===== config.mk =====
export PLATFORM = sky130hd
export DESIGN_NAME = ocat_chan_tracker
export DESIGN_NICKNAME = d
export VERILOG_FILES = /design/src/rtl/ocat_pkg.sv /design/src/rtl/ocat_timer.sv /design/src/rtl/ocat_fsm.sv /design/src/rtl/ocat_chan_tracker.sv
export SDC_FILE = /design/constraint.sdc
export NUM_CORES = 1
export LEC_CHECK = 0
export BUFFER_PORTS_ARGS = -buffer_cell sky130_fd_sc_hd__buf_2
export CAP_MARGIN = 20
export CORE_AREA = 8 8 45 47
export DETAILED_ROUTE_END_ITERATION = 16
export DIE_AREA = 0 0 53 55
export PLACE_DENSITY = 0.48
export SYNTH_ARGS = -nofsm -noshare
export SYNTH_HDL_FRONTEND = slang
export SYNTH_SLANG_ARGS = --single-unit

===== constraint.sdc =====
create_clock -name clk -period 2.38 [get_ports clk]
set_input_delay 0.357 -clock clk [delete_from_list [all_inputs] [get_ports clk]]
set_output_delay 0.357 -clock clk [all_outputs]
set_load 0.01 [all_outputs]

===== src/rtl/ocat_pkg.sv =====
package ocat_pkg;
  // Encoded channel status; the encoding is visible on status_o.
  typedef enum logic [1:0] {
    CH_IDLE    = 2'b00,
    CH_BLOCKED = 2'b01,
    CH_TIMEOUT = 2'b10,
    CH_WAIT    = 2'b11
  } ch_state_e;
endpackage


===== src/rtl/ocat_timer.sv =====
module ocat_timer #(
  parameter int TIMER_W = 4
) (
  input  logic clk,
  input  logic rst_n,
  input  logic load_i,
  input  logic dec_i,
  output logic zero_o
);
  localparam logic [TIMER_W-1:0] TMAX = {TIMER_W{1'b1}};

  logic [TIMER_W-1:0] cnt_q, cnt_d;
  logic               cnt_en;

  always_comb begin
    cnt_en = load_i | dec_i;
    cnt_d  = cnt_q;
    if (load_i)     cnt_d = TMAX;
    else if (dec_i) cnt_d = cnt_q - 1'b1;
  end

  always_ff @(posedge clk or negedge rst_n) begin
    if (!rst_n)      cnt_q <= '0;
    else if (cnt_en) cnt_q <= cnt_d;
  end

  assign zero_o = (cnt_q == '0);
endmodule


===== src/rtl/ocat_fsm.sv =====
module ocat_fsm
  import ocat_pkg::*;
(
  input  logic      clk,
  input  logic      rst_n,
  input  logic      flit_sent_i,
  input  logic      ack_i,
  input  logic      acked_i,
  input  logic      new_pkt_i,
  input  logic      tmr_zero_i,
  output logic      tmr_load_o,
  output logic      tmr_dec_o,
  output ch_state_e state_o
);
  ch_state_e state_q, state_d;

  always_comb begin
    state_d    = state_q;
    tmr_load_o = 1'b0;
    tmr_dec_o  = 1'b0;
    unique case (state_q)
      CH_IDLE: begin
        if (flit_sent_i) begin
          state_d    = CH_WAIT;
          tmr_load_o = 1'b1;
        end
      end
      CH_WAIT: begin
        if (ack_i)           state_d = CH_IDLE;
        else if (acked_i)    state_d = CH_BLOCKED;
        else if (tmr_zero_i) state_d = CH_TIMEOUT;
        else                 tmr_dec_o = 1'b1;
      end
      CH_BLOCKED, CH_TIMEOUT: begin
        if (new_pkt_i) state_d = CH_IDLE;
      end
      default: state_d = CH_IDLE;
    endcase
  end

  always_ff @(posedge clk or negedge rst_n) begin
    if (!rst_n) state_q <= CH_IDLE;
    else        state_q <= state_d;
  end

  assign state_o = state_q;
endmodule


===== src/rtl/ocat_chan_tracker.sv =====
module ocat_chan_tracker #(
  parameter int TIMER_W = 4
) (
  input  logic       clk,
  input  logic       rst_n,
  input  logic       send_req_i,
  input  logic       flit_sent_i,
  input  logic       ack_i,
  input  logic       acked_i,
  input  logic       new_pkt_i,
  output logic       can_send_o,
  output logic [1:0] status_o
);
  import ocat_pkg::*;

  logic      tmr_load, tmr_dec, tmr_zero;
  ch_state_e state;

  ocat_fsm fsm_i (
    .clk        (clk),
    .rst_n      (rst_n),
    .flit_sent_i(flit_sent_i),
    .ack_i      (ack_i),
    .acked_i    (acked_i),
    .new_pkt_i  (new_pkt_i),
    .tmr_zero_i (tmr_zero),
    .tmr_load_o (tmr_load),
    .tmr_dec_o  (tmr_dec),
    .state_o    (state)
  );

  ocat_timer #(.TIMER_W(TIMER_W)) tmr_i (
    .clk   (clk),
    .rst_n (rst_n),
    .load_i(tmr_load),
    .dec_i (tmr_dec),
    .zero_o(tmr_zero)
  );

  assign can_send_o = send_req_i & (state == CH_IDLE);
  assign status_o   = state;
endmodule


==> results.py <==
metrics = {
    "clocking": {
        "numCtsBuffers": 3,
        "clk_transition_reported_paths_ns": 0.06,
        "clockRootBuffer": "clkbuf_4",
        "cts.sinks": 6,
        "clkLatencyLatePin_ns": 0.25,
        "cts.path.max_buffers": 2,
        "ctsHtreeMaxLevel": 1,
        "cts_tree": "yes",
        "cts.repair.resized": 0,
        "holdBufCountCts": 1,
        "post-cts-setup-buffers": 0,
    },
    "sta": {
        "worstMarginPinSlew_ns": 0.314,
        "setup_viol": 0,
        "drv_slew": 0,
        "finalCritPeriodShare": 0.637,
        "fin_skew_ns": 0.0142,
        "relSlewSlack": 0.790,
        "setup_tns_ns": 0,
        "rsz0062_at_grt": "false",
        "min_period_ns": 1.52,
        "fmax_mhz": 660,
        "final_hold_viol_count": 0,
        "fin_hold_ws_ns": 0.440,
    },
    "synthesis": {
        "synthFlopType": "dfrtp_1",
        "ys_ff_latch": 6,
        "yosys.area.top_type": "dfrtp_1",
        "synth_seq_area_share": 0.387,
        "avgSynthCellArea_um2": 9.70,
        "synthCells": 40,
        "yosys_warnings": 0,
        "netlist_area_um2": 388,
        "synthTopCellsByArea": "dfrtp_1, ha_1, nor3b_2",
        "synth_fp_nets": 50,
        "synth_top_cell_area_share": 0.387,
        "ys_top_cells_by_count": "dfrtp_1, inv_1, o21ai_0",
        "synth_cell_types": 18,
        "async_reset_ff_frac": 1.00,
        "synth_edf_count": 0,
    },
    "min_path": {
        "min_from": "flit_sent_i",
        "hold_path.class": "input port to flip-flop",
        "hold_end": "tmr_i.cnt_q[0]$_DFFE_PN0P_",
        "hold_depth": 3,
    },
    "finish": {
        "area_growth_pct": 25.2,
        "diodes": 0,
        "stdcell_count": 69,
        "drive_gt1_frac": 0.302,
        "nNetsFinal": 65,
        "fin_area_um2": 485,
    },
    "route": {
        "vias": 312,
        "routed_via_density": 4.52,
        "wl_per_cell_um": 12.6,
        "ant_nets": 0,
        "routed_wl_um": 868,
        "drtIter0Drc": 6,
        "dr.pass1.iters": 4,
        "drc": 0,
    },
    "grt": {
        "grt_antenna_before_repair": 0,
        "grt_use_total": 0.0708,
        "grt_pass1_vias": 325,
        "grt_pass1_wl_um": 1480,
        "grt.overflow.total": 0,
        "grt_max_degree": 7,
    },
    "power_and_ir_drop": {
        "pwr_density_cell_nw_per_um2": 1060,
        "comb_power_share": 0.494,
        "seq_power_share": 0.318,
        "p_switching_uw": 199,
        "p_leak_uw": 0.000234,
        "switching_share": 0.388,
        "ir_drop_v": 0.000535,
        "power_frac_clock": 0.188,
        "internal_power_uw": 315,
    },
    "worst_setup_path": {
        "r2r_end": "fsm_i.state_o[0]$_DFFE_PN0P_",
        "critPathKind": "flip-flop to output port",
        "start_kind": "flip-flop",
        "reg2reg_slack_ns": 0.89,
        "r2r_cells": 4,
        "slowest_delay_ns": 0.36,
        "cp_num_buf_inv": 2,
        "cp.arrival_ns": 1.16,
        "path_max_fanout": 3,
        "required_ns": 2.02,
        "slowest_stage": "dfrtp_1",
        "worstPathCellList": "inv_1, ha_1, and2_1, buf_2",
        "end_kind": "output port",
        "r2r-start": "fsm_i.state_o[0]$_DFFE_PN0P_",
        "crit_family": "flip-flops",
    },
    "placed_design": {
        "gp_congestion": 0.720,
        "dp_hpwl_um": 722,
        "dp_cells": 65,
        "dpl-instance-area_um2": 453,
        "portBuffers": 9,
    },
    "status": {
        "status": "finished, final reports clean",
    },
    "floorplan": {
        "io_pins": 10,
        "core_um2": 1380,
        "fp.dieW_um": 53,
        "start_util": 0.280,
        "num_rows": 14,
        "die_h_um": 55,
        "dieArea_um2": 2920,
    },
    "flow_run": {
        "drv_cap": 0,
    },
}
[logic make-up after synthesis]
family,after synthesis,share of synthesized area
AOI/OAI and AO/OA,9,0.161
adders and majority gates,3,0.0968
muxes,2,0.0516
DFF,6,0.387
buffers and inverters,6,0.0581
and+or+nand+nor,14,0.245
[power groups by stage]
stage | Sequential, uW | Combinational (uW) | Clock (uW)
floorplan | 170 | 180 | 0
global placement | 165 | 266 | 0
detailed placement | 165 | 258 | 0
CTS | 164 | 261 | 103
global route | 170 | 297 | 112
finish | 163 | 254 | 96.5
[how the worst max path moves through the flow]
stage	to	cells after the start	slack, ns	from
2_1_floorplan	tmr_i.cnt_q[0]$_DFFE_PN0P_	4	0.90	fsm_i.state_o[0]$_DFFE_PN0P_
5_1_grt	can_send_o	4	0.78	fsm_i.state_o[0]$_DFFE_PN0P_
4_1_cts	can_send_o	4	0.84	fsm_i.state_o[0]$_DFFE_PN0P_
6_report	can_send_o	4	0.86	fsm_i.state_o[0]$_DFFE_PN0P_
3_3_place_gp	fsm_i.state_o[0]$_DFFE_PN0P_	4	0.87	fsm_i.state_o[0]$_DFFE_PN0P_
3_5_place_dp	fsm_i.state_o[0]$_DFFE_PN0P_	4	0.88	fsm_i.state_o[0]$_DFFE_PN0P_
[routing by layer]
layer / track usage / routed length, um / vias to the layer above
met5: 0 / 0 / -
met4: 0 / 0 / 0
met3: 0.0508 / 71 / 0
met2: 0.109 / 360 / 7
met1: 0.0829 / 436 / 134
li1: - / - / 171
[registers in the layout, indices dropped and copies added (netlist names)]
signal	cells
tmr_i.cnt_q	4
fsm_i.state_o	2
[layout by cell type, fill, tap and decap left out]
cell	instances
and2_1	1
or3b_4	1
a31oi_1	3
clkbuf_4	3
dlygate4sd3_1	1
nand2_1	1
nand3_1	1
and3_1	2
mux2i_1	2
or3_1	1
nor2_1	2
o221ai_2	1
nor3b_2	2
nor3_1	1
nand2b_1	2
dfrtp_1	6
inv_1	6
o21ai_0	4
ha_1	3
buf_2	9
o311ai_1	1
[final cells by class]
type                       instances  area [um2]
clock buffer                       3        22.5
sequential                         6         150
inverter                           6        22.5
fill                             148         898
tap                               16        20.0
timing repair buffer              10        55.1
multi-input combinational         28         215
[worst reg2reg max path: stages (launching register included)]
cell and delay (ns):
dfrtp_1 0.36, ha_1 0.21, or3b_4 0.42, o221ai_2 0.22, mux2i_1 0.21
[stage by stage]
step / total power (uW) / setup slack, ns / util
CTS: 528 / 0.843 / 0.351
finish: 514 / 0.865 / 0.351
global route: 579 / 0.776 / 0.351
global placement: 431 / 0.865 / 0.327
detailed placement: 422 / 0.883 / 0.327
floorplan: 350 / 0.904 / -
No activity file was read; power rests on OpenSTA's default activity.
